==> src/rtl/excl_match.sv <==
module excl_match #(
    parameter int ADDR_W = 32
) (
    input  logic [ADDR_W-1:0] tag,
    input  logic              open,
    input  logic [ADDR_W-1:0] addr,
    output logic              hit
);
    localparam logic [ADDR_W-1:0] EMPTY = '1;
    always_comb begin
        hit = open && (tag == addr) && (tag != EMPTY);
    end
endmodule

==> src/rtl/excl_monitor.sv <==
module excl_monitor #(
    parameter int ADDR_W = 32
) (
    input  logic              clk,
    input  logic              rst_n,
    input  logic              clr_all,
    input  logic              ld_vld,
    input  logic [ADDR_W-1:0] ld_addr,
    input  logic              st_vld,
    input  logic [ADDR_W-1:0] st_addr,
    output logic              st_fail,
    output logic              mem_wr_en
);
    localparam logic [ADDR_W-1:0] EMPTY = '1;

    typedef struct packed {
        logic [ADDR_W-1:0] tag;
        logic              open;
    } state_t;

    state_t s_d, s_q;
    logic   hit;

    excl_match #(.ADDR_W(ADDR_W)) u_match (
        .tag (s_q.tag),
        .open(s_q.open),
        .addr(st_addr),
        .hit (hit)
    );

    always_comb begin
        s_d       = s_q;
        st_fail   = 1'b0;
        mem_wr_en = 1'b0;
        if (st_vld) begin
            st_fail   = !hit;
            mem_wr_en = hit;
            if (hit) begin
                s_d.tag  = EMPTY;
                s_d.open = 1'b0;
            end
        end
        if (ld_vld) begin
            s_d.tag  = ld_addr;
            s_d.open = 1'b1;
        end
        if (clr_all) begin
            s_d.tag  = EMPTY;
            s_d.open = 1'b0;
        end
    end

    always_ff @(posedge clk) begin
        if (!rst_n) begin
            s_q.tag  <= EMPTY;
            s_q.open <= 1'b0;
        end else begin
            s_q <= s_d;
        end
    end

    assert_idle_quiet_R6: assert property (@(posedge clk) disable iff (!rst_n)
        !st_vld |-> (!st_fail && !mem_wr_en));
    assert_status_excl_R5: assert property (@(posedge clk) disable iff (!rst_n)
        st_vld |-> (st_fail != mem_wr_en));
    assert_pass_empties_R4: assert property (@(posedge clk) disable iff (!rst_n)
        (mem_wr_en && !ld_vld) |=> !s_q.open);
    assert_load_opens_R2: assert property (@(posedge clk) disable iff (!rst_n)
        (ld_vld && !clr_all) |=> (s_q.open && s_q.tag == $past(ld_addr)));
    assert_clear_R7: assert property (@(posedge clk) disable iff (!rst_n)
        clr_all |=> (!s_q.open && s_q.tag == EMPTY));
    assert_fail_keeps_R5: assert property (@(posedge clk) disable iff (!rst_n)
        (st_vld && st_fail && !ld_vld && !clr_all) |=> $stable(s_q));
    assert_pass_needs_match_R3: assert property (@(posedge clk) disable iff (!rst_n)
        mem_wr_en |-> (st_addr == s_q.tag && s_q.open));
endmodule

==> config.mk <==
export PLATFORM = sky130hd
export DESIGN_NAME = excl_monitor
export DESIGN_NICKNAME = d
export VERILOG_FILES = /design/src/rtl/excl_match.sv /design/src/rtl/excl_monitor.sv
export SDC_FILE = /design/constraint.sdc
export NUM_CORES = 1
export LEC_CHECK = 0
export BUFFER_PORTS_ARGS = -buffer_cell sky130_fd_sc_hd__buf_4
export CORE_MARGIN = 2
export CORE_UTILIZATION = 50
export CTS_CLUSTER_SIZE = 28
export DETAILED_ROUTE_END_ITERATION = 7
export GPL_TIMING_DRIVEN = 0
export PLACE_DENSITY = 0.8
export SLEW_MARGIN = 5
export SYNTH_ARGS = -nofsm -noshare
export SYNTH_HDL_FRONTEND = slang
export SYNTH_SLANG_ARGS = --single-unit
==> constraint.sdc <==
create_clock -name clk -period 2.06 [get_ports clk]
set_input_delay 0.515 -clock clk [delete_from_list [all_inputs] [get_ports clk]]
set_output_delay 0.515 -clock clk [all_outputs]
set_load 0.03 [all_outputs]
* Yosys cells after proc, flatten, opt, wreduce, memory -nomap -nowiden
Index checks and enable logic that the tools add are counted.
Operators by class: add/subtract/negate cells 0, multiply operators 0, div/mod/pow operators 0, order comparisons 0, equal/unequal tests 2, shift operators 0, multiplexer cells 5, bitwise logic cells 1, reduce and logical (&&, ||, !) cells 7
Operators by type and width (number):
- $mux W33 | 3
- $eq A32 B32 Y1 | 1
- $ne A32 B32 Y1 const B | 1
- $reduce_bool A2 Y1 | 2
- $logic_and A1 B1 Y1 | 2
- $mux W1 | 2
- $reduce_and A2 Y1 | 1
- $reduce_or A2 Y1 | 1
- $logic_not A1 Y1 | 1
- $not A1 Y1 | 1
Storage, ports and cells: register bits after elaboration 33, bits in latches 0, memory bits (writable) 0, memory bits (read-only) 0, bits of input ports 69, output and inout bits 2, logic and storage cells 17, memories kept 0

* Logic depth before layout (Yosys ltp)
word-level depth 6, depth in mapped cells 6, depth with buffers taken out 5

* Modules after synthesis
A second synthesis with hierarchy kept.
Unflattened totals: cell total of the unflattened synthesis 171, area total of the unflattened synthesis 1761.7 µm²
Modules (own cells, without submodules):
- excl_monitor | instances 1, cells an instance 117, area each 1337.5 µm², sequential area each 660.6 µm²
- excl_match | instances 1, cells an instance 54, area each 424.2 µm², sequential area each 0.0 µm²

* Least setup slack after synthesis
OpenSTA, ideal clock, no wires.
path kind input to output, start input port st_addr[10], end output port st_fail, data arrival time 1491 ps, required time 1545 ps, setup slack 54 ps, cell stages on the path 5, path buffers 0, cells stage by stage xnor2_1 -> o21ai_0 -> a2111oi_2 -> nand3_1 -> and2_1
On the way: longest elaborated chain between the ends 5
Ends and longest elaborated chain:
- start, declared | RTL line excl_monitor.sv:10 | input logic [ADDR_W-1:0] st_addr,
- $eq A32 B32 Y1 | RTL line excl_match.sv:11 | hit = open && (tag == addr) && (tag != EMPTY);
- $logic_and A1 B1 Y1 (2 in series) | RTL line excl_match.sv:11
- $logic_not A1 Y1 | RTL line excl_monitor.sv:36 | st_fail = !hit;
- $mux W1 | RTL line excl_monitor.sv:35 | if (st_vld) begin
- end, declared | RTL line excl_monitor.sv:11 | output logic st_fail,
No other way between the ends.

* Final worst setup path
start input port st_addr[21], end output port st_fail
Same word-level chain as after synthesis.

==> impl_metrics.py <==
metrics = {
    "outcome": {
        "outcome": "complete, but fails checks",
        "violations": "negative setup slack",
    },
    "setup_path": {
        "r2r_cells": 9,
        "r2r_start": "s_q[2]",
        "worstPathMaxFanout": 2,
        "timing.rr.end": "s_q[26]",
        "cp.required_ns": 1.54,
        "crit_path_end_kind": "primary output",
        "crit_type": "input port to primary output",
        "r2r_slack_ns": -0.01,
        "start_kind": "input port",
        "arrival_ns": 1.89,
    },
    "floorplan": {
        "die_x_um": 67.26,
        "fp-row-count": 22,
        "die_h_um": 67.26,
        "core_area_mm2": 0.003744,
        "die_area_mm2": 0.004523,
        "initial_core_util": 0.5344,
        "io_pins": 71,
    },
    "final_layout": {
        "antennaDiodeCount": 0,
        "biggestRegsByFlops": "s_q: 33 flops",
        "largest_reg_flops": 33,
        "drive_gt1_frac": 0.5487,
        "regMostFlops": "s_q",
        "syn_to_final_growth_pct": 53.16,
        "design_area_mm2": 0.003064,
        "nets": 376,
    },
    "sta": {
        "setup_viol_count_final": 3,
        "slew_violations": 0,
        "rsz0062_at_grt": "yes",
        "skew_ns": 0.001994,
        "timing.fmax_mhz": 415.2,
        "relSlewSlack": 0.6729,
        "hold_viol": 0,
        "timing.final.crit_share": 1.169,
        "finalCriticalPeriod_ns": 2.409,
        "fin_ws_ns": -0.3487,
        "max_slew.worst_pin.slew_ns": 0.4907,
    },
    "min_path": {
        "min_from": "ld_addr[20]",
        "whs_endpoint": "s_q[21]",
        "whs_path_depth": 3,
        "min_path_type": "input port to flop",
    },
    "place": {
        "gp_congestion": 0.8682,
        "numPortBuffers": 69,
        "place_area_mm2": 0.002579,
        "hpwl_um": 4378,
    },
    "detailed_routing": {
        "drtPass1Iterations": 7,
        "drt_iter0_drc": 214,
        "wl_per_cell_um": 19.53,
        "vias": 2188,
        "vias_per_cell": 6.146,
        "drc": 0,
        "routed_wl_um": 6953,
        "ant_nets": 0,
    },
    "yosys": {
        "ys_ff_latch": 33,
        "syn_area_mm2": 0.002001,
        "syn_nets": 291,
        "yosysTopAreaCellShare": 0.3302,
        "synth_top_area_cell": "dfxtp_1",
        "synth_cell_types": 24,
        "synth_area_leaders": "dfxtp_1 (33%), a21oi_2 (13%), xnor2_1 (13%)",
        "ys_warn_count": 0,
        "ys.flop_type": "dfxtp_1",
        "synth.avg_cell_area_um2": 9.012,
        "ys_seq_area_frac": 0.3302,
        "synth_edf_count": 0,
        "async_flop_share": 0,
        "syn_inst": 222,
    },
    "clock_network": {
        "cts_buffers": 5,
        "clk_pin_slew_ns": 0.06,
        "clockBufferDepth": 2,
        "cts_tree": "built",
        "numClockSinks": 33,
        "clk_latency_ns": 0.29,
        "cts_root_buf": "clkbuf_8",
        "cts_max_level": 2,
    },
    "global_routing": {
        "grt-ovfl-total": 0,
        "antenna_found_initial": 0,
        "grtUsageTotal": 0.2900,
        "grt_max_degree": 11,
        "grt_pass1_vias": 2086,
        "grt_first_pass_wirelength_um": 9694,
    },
    "pwr": {
        "p_leak_nw": 1.184,
        "power_density_mw_per_mm2": 500.0,
        "p_total_mw": 1.532,
        "ir_worst_vdd_v": 0.0004177,
    },
    "flow_run": {
        "maxCapViolations": 0,
    },
}
[critical path, stage by stage]
cell and delay, ns:
buf_4 0.12, xnor2_1 0.19, nand4_1 0.22, nor4_4 0.41
nand3_1 0.15, and2_4 0.17, buf_6 0.13
[through the flow]
stage,hold slack (ns),setup TNS (ns),worst slack (ns),util,instances
2_1_floorplan,0.5473,0,0.05427,-,222
3_3_place_gp,0.5629,-0.7735,-0.2270,0.6888,339
3_5_place_dp,0.5728,-3.935,-0.3371,0.6888,339
4_1_cts,0.4602,-3.864,-0.1958,0.7634,353
5_1_grt,0.4696,-1.233,-0.3739,0.8185,356
6_report,0.4551,-0.6592,-0.3487,0.8185,356
[cells in the mapped netlist, types with 2 or more instances]
master,instances
nor3_1,34
nand2b_1,2
and2_1,2
buf_6,3
nor3b_1,32
dfxtp_1,33
a21oi_2,30
nor4_1,3
xnor2_1,30
nand2_1,2
a21oi_1,2
clkbuf_1,14
nand3_1,3
nand4_1,21
xnor2_2,2
[cell type report]
class                           count  area [um^2]
Buffer                             17        107.6
Timing Repair Buffer               78        654.4
Inverter                            1        3.754
Clock buffer                        8        80.08
Tap cell                           48        60.06
Multi-Input combinational cell    171         1456
Fill cell                         217        679.4
Sequential cell                    33        701.9
[routing by layer]
layer / global-route usage / wire length (um) / vias up
li1: - / - / 994
met1: 0.3611 / 2819 / 1043
met2: 0.4802 / 3401 / 124
met3: 0.08167 / 530 / 27
met4: 0.09949 / 201 / 0
met5: 0 / 0 / -
[worst max path at each step]
stage | from | end | slack, ns | depth (start not counted)
detailed placement | st_addr[10] | st_fail | -0.34 | 7
CTS | s_q[4] | st_fail | -0.20 | 6
global route | st_addr[21] | st_fail | -0.37 | 7
finish | st_addr[21] | st_fail | -0.35 | 7
floorplan | st_addr[10] | st_fail | 0.05 | 5
global placement | st_addr[15] | st_fail | -0.23 | 7
[where the power goes]
part / switching [mW] / leakage (nW) / internal (mW)
Combinational: 0.177 / 0.885 / 0.191
Sequential: 0.0275 / 0.260 / 0.661
Clock: 0.236 / 0.0395 / 0.240
[cell usage in the layout (no fill, tap or decap)]
master / synthesis / layout
nand2_1: 2 / 2
a21oi_2: 30 / 29
xnor2_1: 30 / 14
nand2b_1: 2 / 2
nor3_1: 34 / 33
buf_4: 0 / 73
buf_6: 3 / 1
nor2b_1: 1 / 1
inv_1: 1 / 1
clkbuf_1: 14 / 17
buf_12: 0 / 3
a21oi_1: 2 / 2
a2111oi_4: 0 / 1
buf_8: 0 / 1
a22o_1: 1 / 1
clkbuf_16: 0 / 3
and2_4: 0 / 1
clkbuf_8: 0 / 5
nand3_1: 3 / 2
dfxtp_4: 0 / 3
nand4_1: 21 / 21
nand3_2: 0 / 1
o21ai_1: 0 / 1
nor4_1: 3 / 1
nor4_4: 0 / 3
dfxtp_2: 0 / 24
xnor2_2: 2 / 18
a211oi_1: 1 / 1
and2_1: 2 / 1
and3_1: 1 / 1
nor3_4: 0 / 1
nand4_4: 0 / 1
nor3b_1: 32 / 32
a21oi_4: 0 / 1
dfxtp_1: 33 / 6
[cells by family after synthesis]
kind of cell    count (synthesis)  share of synthesized area
simple gates                  103                     0.3227
xor+xnor                       32                     0.1476
flops                          33                     0.3302
compound gates                 36                     0.1545
buf+inv                        18                    0.04502
[timing repair]
item                                    CTS  global route
pin swaps                                 8            23
buffers inserted                          6             4
hold buffers                              0             0
cloned                                    0             3
resized for setup                        36            29
endpoints found under the setup margin    2            35
Note: power is estimated with default switching activity, not from simulation.
